$ cat src/rtl/smbh_pkg.sv
package smbh_pkg;

    localparam int WIN_AW = 6;
    localparam int BYTE_W = 8;

    localparam logic [WIN_AW-1:0] OFS_CTRL  = 6'h00;
    localparam logic [WIN_AW-1:0] OFS_STS   = 6'h01;
    localparam logic [WIN_AW-1:0] OFS_TADDR = 6'h04;
    localparam logic [WIN_AW-1:0] OFS_CMD   = 6'h05;
    localparam logic [WIN_AW-1:0] OFS_D0    = 6'h06;
    localparam logic [WIN_AW-1:0] OFS_D1    = 6'h07;

    typedef struct packed {
        logic       keep7;
        logic       keep5;
        logic       keep3;
        logic [2:0] kind;
    } ctrl_t;

    // bit order matches the status byte: busy=3, collide=2, dev_err=1, done=0
    typedef struct packed {
        logic busy;
        logic collide;
        logic dev_err;
        logic done;
    } sts_t;

    typedef struct packed {
        logic ctrl;
        logic sts;
        logic taddr;
        logic cmd;
        logic d0;
        logic d1;
        logic blk;
    } sel_t;

    function automatic logic kind_ok(input logic [2:0] k);
        return (k == 3'd0) || (k == 3'd1) || (k == 3'd2) ||
               (k == 3'd3) || (k == 3'd5);
    endfunction

    function automatic logic [2:0] evt_pick(input logic done, input logic err,
                                            input logic col);
        if (col)       return 3'b100;
        else if (err)  return 3'b010;
        else if (done) return 3'b001;
        else           return 3'b000;
    endfunction

    function automatic sel_t win_decode(input logic [WIN_AW-1:0] a);
        sel_t s;
        s       = '0;
        s.ctrl  = (a == OFS_CTRL);
        s.sts   = (a == OFS_STS);
        s.taddr = (a == OFS_TADDR);
        s.cmd   = (a == OFS_CMD);
        s.d0    = (a == OFS_D0);
        s.d1    = (a == OFS_D1);
        s.blk   = a[WIN_AW-1];
        return s;
    endfunction

    function automatic logic [BYTE_W-1:0] ctrl_byte(input ctrl_t c);
        return {c.keep7, 1'b0, c.keep5, 1'b0, c.keep3, c.kind};
    endfunction

endpackage

$ cat src/rtl/smbh_ctrl_status.sv
module smbh_ctrl_status
    import smbh_pkg::*;
(
    input  logic              clk,
    input  logic              rst,
    input  logic              wr_ctrl,
    input  logic              wr_sts,
    input  logic [BYTE_W-1:0] wdata,
    input  logic              ev_done,
    input  logic              ev_err,
    input  logic              ev_col,
    output ctrl_t             ctrl_q,
    output sts_t              sts_q,
    output logic              start_q
);

    logic       start_ok;
    logic       ev_live;
    logic [2:0] ev_new;
    logic [2:0] ev_clr;
    logic [2:0] ev_next;
    logic       unused_bit6;

    assign unused_bit6 = wdata[6];

    always_comb begin
        start_ok = wr_ctrl && wdata[4] && !sts_q.busy && kind_ok(wdata[2:0]);
        ev_live  = sts_q.busy && (ev_done || ev_err || ev_col);
        ev_new   = ev_live ? evt_pick(ev_done, ev_err, ev_col) : 3'b000;
        ev_clr   = wr_sts ? wdata[2:0] : 3'b000;
        ev_next  = ({sts_q.collide, sts_q.dev_err, sts_q.done} & ~ev_clr) | ev_new;
    end

    always_ff @(posedge clk) begin
        if (rst) begin
            ctrl_q  <= '0;
            sts_q   <= '0;
            start_q <= 1'b0;
        end else begin
            start_q <= start_ok;
            if (wr_ctrl) begin
                ctrl_q.keep7 <= wdata[7];
                ctrl_q.keep5 <= wdata[5];
                ctrl_q.keep3 <= wdata[3];
                ctrl_q.kind  <= wdata[2:0];
            end
            sts_q.collide <= ev_next[2];
            sts_q.dev_err <= ev_next[1];
            sts_q.done    <= ev_next[0];
            if (ev_live)
                sts_q.busy <= 1'b0;
            else if (start_ok)
                sts_q.busy <= 1'b1;
        end
    end

    // the start pulse lasts a single cycle
    p_pulse_single_r3: assert property (@(posedge clk) disable iff (rst)
        start_q |=> !start_q);

    // busy only rises together with a start pulse
    p_busy_with_pulse_r3: assert property (@(posedge clk) disable iff (rst)
        $rose(sts_q.busy) |-> start_q);

    // a start written while busy never pulses
    p_restart_ignored_r4: assert property (@(posedge clk) disable iff (rst)
        (sts_q.busy && wr_ctrl && wdata[4]) |=> !start_q);

    // an event while busy ends the transfer with an event flag set
    p_event_ends_r5: assert property (@(posedge clk) disable iff (rst)
        (sts_q.busy && (ev_done || ev_err || ev_col)) |=>
            (!sts_q.busy && (sts_q.collide || sts_q.dev_err || sts_q.done)));

    // idle events leave the flags alone
    p_idle_event_r6: assert property (@(posedge clk) disable iff (rst)
        (!sts_q.busy && !wr_sts && (ev_done || ev_err || ev_col)) |=>
            $stable({sts_q.collide, sts_q.dev_err, sts_q.done}));

    // write-one clears completion when no event competes
    p_w1c_done_r7: assert property (@(posedge clk) disable iff (rst)
        (wr_sts && wdata[0] && !(sts_q.busy && (ev_done || ev_err || ev_col)))
            |=> !sts_q.done);

    // a collision event beats a simultaneous clear
    p_set_wins_r8: assert property (@(posedge clk) disable iff (rst)
        (sts_q.busy && ev_col) |=> sts_q.collide);

endmodule

$ cat src/rtl/smbh_operands.sv
module smbh_operands
    import smbh_pkg::*;
(
    input  logic              clk,
    input  logic              rst,
    input  logic              wr_taddr,
    input  logic              wr_cmd,
    input  logic              wr_d0,
    input  logic              wr_d1,
    input  logic [BYTE_W-1:0] wdata,
    input  logic              seq_d0_we,
    input  logic              seq_d1_we,
    input  logic [BYTE_W-1:0] seq_rdata,
    output logic [BYTE_W-1:0] taddr_q,
    output logic [BYTE_W-1:0] cmd_q,
    output logic [BYTE_W-1:0] d0_q,
    output logic [BYTE_W-1:0] d1_q
);

    localparam int NREG = 4;

    logic [NREG-1:0]   cpu_we;
    logic [NREG-1:0]   seq_we;
    logic [BYTE_W-1:0] opr [NREG];

    assign cpu_we = {wr_d1, wr_d0, wr_cmd, wr_taddr};
    assign seq_we = {seq_d1_we, seq_d0_we, 2'b00};

    for (genvar g = 0; g < NREG; g++) begin : g_reg
        logic [BYTE_W-1:0] q;
        always_ff @(posedge clk) begin
            if (rst)
                q <= '0;
            else if (seq_we[g])
                q <= seq_rdata;
            else if (cpu_we[g])
                q <= wdata;
        end
        assign opr[g] = q;
    end

    assign taddr_q = opr[0];
    assign cmd_q   = opr[1];
    assign d0_q    = opr[2];
    assign d1_q    = opr[3];

    // a sequencer load of data0 lands regardless of a software write
    p_seq_d0_wins_r10: assert property (@(posedge clk) disable iff (rst)
        seq_d0_we |=> (d0_q == $past(seq_rdata)));

    p_seq_d1_wins_r10: assert property (@(posedge clk) disable iff (rst)
        seq_d1_we |=> (d1_q == $past(seq_rdata)));

endmodule

$ cat src/rtl/smbh_blkbuf.sv
module smbh_blkbuf
    import smbh_pkg::*;
#(
    parameter int DEPTH = 32,
    localparam int IDX_W = $clog2(DEPTH)
) (
    input  logic              clk,
    input  logic              rst,
    input  logic              cpu_we,
    input  logic [IDX_W-1:0]  cpu_idx,
    input  logic [BYTE_W-1:0] cpu_wdata,
    output logic [BYTE_W-1:0] cpu_rdata,
    input  logic              seq_we,
    input  logic [IDX_W-1:0]  seq_idx,
    input  logic [BYTE_W-1:0] seq_wdata,
    output logic [BYTE_W-1:0] seq_rdata
);

    logic [BYTE_W-1:0] mem [DEPTH];

    always_ff @(posedge clk) begin
        if (rst) begin
            for (int i = 0; i < DEPTH; i++)
                mem[i] <= '0;
        end else begin
            if (cpu_we)
                mem[cpu_idx] <= cpu_wdata;
            if (seq_we)
                mem[seq_idx] <= seq_wdata;
        end
    end

    assign cpu_rdata = mem[cpu_idx];
    assign seq_rdata = mem[seq_idx];

    // the sequencer's byte is what the sequencer port shows next cycle
    p_seq_write_r11: assert property (@(posedge clk) disable iff (rst)
        (seq_we && $stable(seq_idx)) |=> (seq_rdata == $past(seq_wdata) || seq_we
            || seq_idx != $past(seq_idx)));

endmodule

$ cat src/rtl/smbus_host_regs.sv
module smbus_host_regs
    import smbh_pkg::*;
#(
    parameter int BLK_DEPTH = 32,
    localparam int IDX_W = $clog2(BLK_DEPTH)
) (
    input  logic             clk,
    input  logic             rst,
    input  logic [5:0]       cpu_addr,
    input  logic             cpu_we,
    input  logic [7:0]       cpu_wdata,
    output logic [7:0]       cpu_rdata,
    output logic             seq_start,
    output logic [2:0]       seq_type,
    output logic [6:0]       seq_dev_addr,
    output logic             seq_rnw,
    output logic [7:0]       seq_cmd,
    output logic [7:0]       seq_data0,
    output logic [7:0]       seq_data1,
    input  logic [IDX_W-1:0] seq_blk_idx,
    output logic [7:0]       seq_blk_rdata,
    input  logic             seq_blk_we,
    input  logic [7:0]       seq_blk_wdata,
    input  logic             seq_d0_we,
    input  logic             seq_d1_we,
    input  logic [7:0]       seq_rdata,
    input  logic             seq_done,
    input  logic             seq_dev_err,
    input  logic             seq_collision
);

    sel_t              sel;
    ctrl_t             ctrl_q;
    sts_t              sts_q;
    logic [BYTE_W-1:0] taddr_q, cmd_q, d0_q, d1_q, blk_rd;

    assign sel = win_decode(cpu_addr);

    smbh_ctrl_status u_cs (
        .clk     (clk),
        .rst     (rst),
        .wr_ctrl (cpu_we && sel.ctrl),
        .wr_sts  (cpu_we && sel.sts),
        .wdata   (cpu_wdata),
        .ev_done (seq_done),
        .ev_err  (seq_dev_err),
        .ev_col  (seq_collision),
        .ctrl_q  (ctrl_q),
        .sts_q   (sts_q),
        .start_q (seq_start)
    );

    smbh_operands u_ops (
        .clk       (clk),
        .rst       (rst),
        .wr_taddr  (cpu_we && sel.taddr),
        .wr_cmd    (cpu_we && sel.cmd),
        .wr_d0     (cpu_we && sel.d0),
        .wr_d1     (cpu_we && sel.d1),
        .wdata     (cpu_wdata),
        .seq_d0_we (seq_d0_we),
        .seq_d1_we (seq_d1_we),
        .seq_rdata (seq_rdata),
        .taddr_q   (taddr_q),
        .cmd_q     (cmd_q),
        .d0_q      (d0_q),
        .d1_q      (d1_q)
    );

    smbh_blkbuf #(.DEPTH(BLK_DEPTH)) u_blk (
        .clk       (clk),
        .rst       (rst),
        .cpu_we    (cpu_we && sel.blk),
        .cpu_idx   (cpu_addr[IDX_W-1:0]),
        .cpu_wdata (cpu_wdata),
        .cpu_rdata (blk_rd),
        .seq_we    (seq_blk_we),
        .seq_idx   (seq_blk_idx),
        .seq_wdata (seq_blk_wdata),
        .seq_rdata (seq_blk_rdata)
    );

    always_comb begin
        cpu_rdata = '0;
        if (sel.ctrl)       cpu_rdata = ctrl_byte(ctrl_q);
        else if (sel.sts)   cpu_rdata = {4'b0000, sts_q};
        else if (sel.taddr) cpu_rdata = taddr_q;
        else if (sel.cmd)   cpu_rdata = cmd_q;
        else if (sel.d0)    cpu_rdata = d0_q;
        else if (sel.d1)    cpu_rdata = d1_q;
        else if (sel.blk)   cpu_rdata = blk_rd;
    end

    assign seq_type     = ctrl_q.kind;
    assign seq_dev_addr = taddr_q[7:1];
    assign seq_rnw      = taddr_q[0];
    assign seq_cmd      = cmd_q;
    assign seq_data0    = d0_q;
    assign seq_data1    = d1_q;

    // offsets outside the map read as zero
    p_hole_zero_r1: assert property (@(posedge clk) disable iff (rst)
        (sel == '0) |-> (cpu_rdata == 8'h00));

endmodule

$ cat config.mk
export PLATFORM = sky130hd
export DESIGN_NAME = smbus_host_regs
export DESIGN_NICKNAME = d
export VERILOG_FILES = /design/src/rtl/smbh_pkg.sv /design/src/rtl/smbh_ctrl_status.sv /design/src/rtl/smbh_operands.sv /design/src/rtl/smbh_blkbuf.sv /design/src/rtl/smbus_host_regs.sv
export SDC_FILE = /design/constraint.sdc
export NUM_CORES = 1
export LEC_CHECK = 0
export ABC_CLOCK_PERIOD_IN_PS = 1870
export BUFFER_PORTS_ARGS = -buffer_cell sky130_fd_sc_hd__buf_2
export CAP_MARGIN = 10
export CORE_UTILIZATION = 55
export CTS_BUF_LIST = sky130_fd_sc_hd__clkbuf_4 sky130_fd_sc_hd__clkbuf_8
export CTS_CLUSTER_DIAMETER = 40
export DETAILED_ROUTE_END_ITERATION = 10
export GPL_ROUTABILITY_DRIVEN = 0
export GPL_TIMING_DRIVEN = 0
export PLACE_DENSITY = 0.73
export SYNTH_ARGS = -nofsm -noshare
export SYNTH_HDL_FRONTEND = slang
export SYNTH_SLANG_ARGS = --single-unit
$ cat constraint.sdc
create_clock -name clk -period 1.87 [get_ports clk]
set_input_delay 0.187 -clock clk [delete_from_list [all_inputs] [get_ports clk]]
set_output_delay 0.187 -clock clk [all_outputs]
set_load 0.005 [all_outputs]
==> results.sh <==
export IMPL_maxCapViolations=0
export IMPL_rsz0062_at_grt="true"
export IMPL_finalNetCount=1484
export IMPL_firstDrtPassIters=8
export IMPL_grt_usage_pct=44.0
export IMPL_setup_slack_ns=-0.966
export IMPL_whs_ns=-0.00399
export IMPL_async_flop_share_pct=0
export IMPL_vias=15000
export IMPL_overflow=0
export IMPL_synth_edff_count=256
export IMPL_post_dp_hpwl_mm=50.0
export IMPL_slew_headroom_pct=26.8
export IMPL_dieArea_um2=32600
export IMPL_max_freq_mhz=353
export IMPL_holdPathStages=5
export IMPL_syn_inst=1283
export IMPL_cts_sinks=299
export IMPL_port_buffers=85
export IMPL_final_cells=1886
export IMPL_antenna_found_initial=1
export IMPL_die_h_um=181
export IMPL_ios=96
export IMPL_endpoint_kind="output pin"
export IMPL_p_per_area_nw_per_um2=848
export IMPL_tritoncts="built"
export IMPL_syn2layout_area_growth_pct=16.8
export IMPL_ys_types=66
export IMPL_syn_avg_cell_area_um2=13.7
export IMPL_antenna_left=0
export IMPL_clkLatencyLatePin_ns=0.59
export IMPL_vdd_ir_drop_worst_mv=0.610
export IMPL_ys_ff_latch=299
export IMPL_yosys_warnings=0
export IMPL_grt_max_degree=14
export IMPL_worst_r2r_path_depth=2
export IMPL_arrival_ns=2.65
export IMPL_clock_skew_ns=0.00420
export IMPL_cp_max_fo=2
export IMPL_drt_total_wl_mm=71.8
export IMPL_num_antenna_cells=0
export IMPL_status="finished, violations left"
export IMPL_start_util_pct=55.8
export IMPL_cts_clk_slew_worst_paths_ns=0.06
export IMPL_crit_required_ns=1.68
export IMPL_layout_drive_gt1_share_pct=35.1
export IMPL_fin_crit_sh_pct=152
export IMPL_synth_nets=1327
export IMPL_min_period_ns=2.84
export IMPL_drc_errors=0
export IMPL_synth_ff_type="edfxtp_1"
export IMPL_leakage_nw=7.10
export IMPL_via_per_inst=7.97
export IMPL_root_buffer="clkbuf_8"
export IMPL_setup_viol=32
export IMPL_synth_seq_area_share_pct=48.7
export IMPL_min_path_type="input port to flop"
export IMPL_core_um2=31500
export IMPL_slew_violations=0
export IMPL_critPathKind="flop to output pin"
export IMPL_clockBufferDepth=3
export IMPL_tightest_slew_ns=1.10
export IMPL_rrSetupSlack_ns=0.52
export IMPL_cp_start_kind="flop"
export IMPL_wl_per_cell_um=38.0
export IMPL_rows=65
export IMPL_h_tree_depth=2
export IMPL_violations="hold timing, setup timing"
export IMPL_cts_inserted_buffers=54
export IMPL_pre_cts_slack_ns=-1.29
export IMPL_grt_pass1_vias=14100
export IMPL_drt_iter0_markers=2956
export IMPL_netlist_area_um2=17500
export IMPL_placedCellCount=1770
export IMPL_final_hold_violation_count=2
export IMPL_die_w_um=181
export IMPL_grt_pass1_wl_mm=100
synth_stat cells (all sizes together) (7+ instances only):
library cell  count  area [µm²]
a21oi            24         120
a22o            259        2270
a22oi            41         308
buf              60         342
clkbuf           81         304
dfxtp            43         861
edfxtp          256        7690
mux2             12         135
mux2i            50         500
mux4            130        2940
nand2            18        77.6
nand2b            7        43.8
nand3            12        60.1
nand4            16         158
nor2            131         539
nor2b             8        50.1
nor3             35         402
o21ai             8        40.0
or3              34         213
worst max-delay path: stages, from the launching register on:
cell      delay (ns)
edfxtp_1        0.50
mux4_2          0.50
mux4_2          0.59
o21ai_2         0.21
nand4_1         0.12
buf_2           0.14
through the flow:
| stage | cell area [µm²] | setup TNS, ns | util (%) | hold WS [ns] | power [mW] |
|---|---|---|---|---|---|
| after floorplan | 17500 | 0 | - | 0.287 | 9.19 |
| after global placement | 18500 | -312.81 | 58.7 | 0.455 | 10.2 |
| after detailed placement | 18500 | -328.15 | 58.7 | 0.478 | 10.2 |
| after CTS | 20200 | -9.23 | 64.0 | 0.00151 | 17.0 |
| after global routing | 20500 | -11.06 | 65.1 | 0.0313 | 17.6 |
| final | 20500 | -10.58 | 65.1 | -0.00399 | 17.4 |
per-layer routing:
metal,track usage [%],wire [µm]
met5,0,9
met4,27.2,5980
met3,19.5,13300
met2,61.0,29000
met1,56.3,23400
cells in the final DEF, fill, tap and decap left out, types with 12 or more instances in the layout:
cell	synthesis	final
a22o_1	259	259
edfxtp_1	256	256
mux4_2	127	129
buf_2	32	106
nor2_1	112	96
clkbuf_1	81	71
clkbuf_8	0	59
mux2i_1	50	47
dfxtp_1	43	43
nor2_4	0	23
nor3_2	25	23
a21oi_1	24	23
a22oi_2	0	21
a22oi_1	41	20
or3_1	34	19
buf_6	4	17
buf_4	8	16
nand2_1	16	15
clkbuf_4	0	15
or3_4	0	15
nor3_4	9	12
nor2_2	19	12
area by class of cell:
cell class,instances,area (µm²)
Inverter,3,11.3
Timing Repair Buffer,103,592
Fill cell,2265,11000
Clock buffer,72,910
Multi-Input combinational cell,840,8910
Tap cell,402,503
Sequential cell,299,8550
Buffer,139,759
Clock inverter,28,269
final timing paths:
| kind | from | to |
|---|---|---|
| hold / removal | seq_rdata[6] | u_ops.d0_q[6]$_SDFFE_PP0P_ |
| setup reg to reg | u_cs.sts_q[3]$_SDFFE_PP0P_ | u_cs.start_q$_SDFF_PP0_ |
| setup / recovery | u_blk.mem[16][3]$_DFFE_PP_ | cpu_rdata[3] |
| hold reg to reg | u_cs.sts_q[2]$_SDFF_PP0_ | u_cs.sts_q[2]$_SDFF_PP0_ |
power breakdown:
group / leakage [nW] / internal, mW / total, mW / switching (mW)
logic: 3.71 / 0.974 / 2.70 / 1.72
registers: 2.79 / 7.59 / 7.84 / 0.248
clock network: 0.603 / 3.87 / 6.85 / 2.98
what timing repair did:
item,in CTS,in global routing
resized for setup,94,85
pin swaps,26,25
cloned,0,0
buffers inserted,7,2
setup endpoints to repair,270,244
hold buffers,11,0
hold endpoints to repair,12,0
kinds of logic after synthesis:
family	after synthesis	synth area share [%]
compound gates	362	17.1
flops	299	48.7
simple gates	286	10.1
mux	192	20.4
buf+inv	144	3.74
state kept, by name, indices dropped and copies added, names as in the netlist:
register and count:
u_ops.d0_q 8, u_ops.d1_q 8, u_cs.start_q 1, u_cs.sts_q 4, u_ops.taddr_q 8, u_blk.mem 256
u_cs.ctrl_q 6, u_ops.cmd_q 8
(Power assumes the default switching activity.)
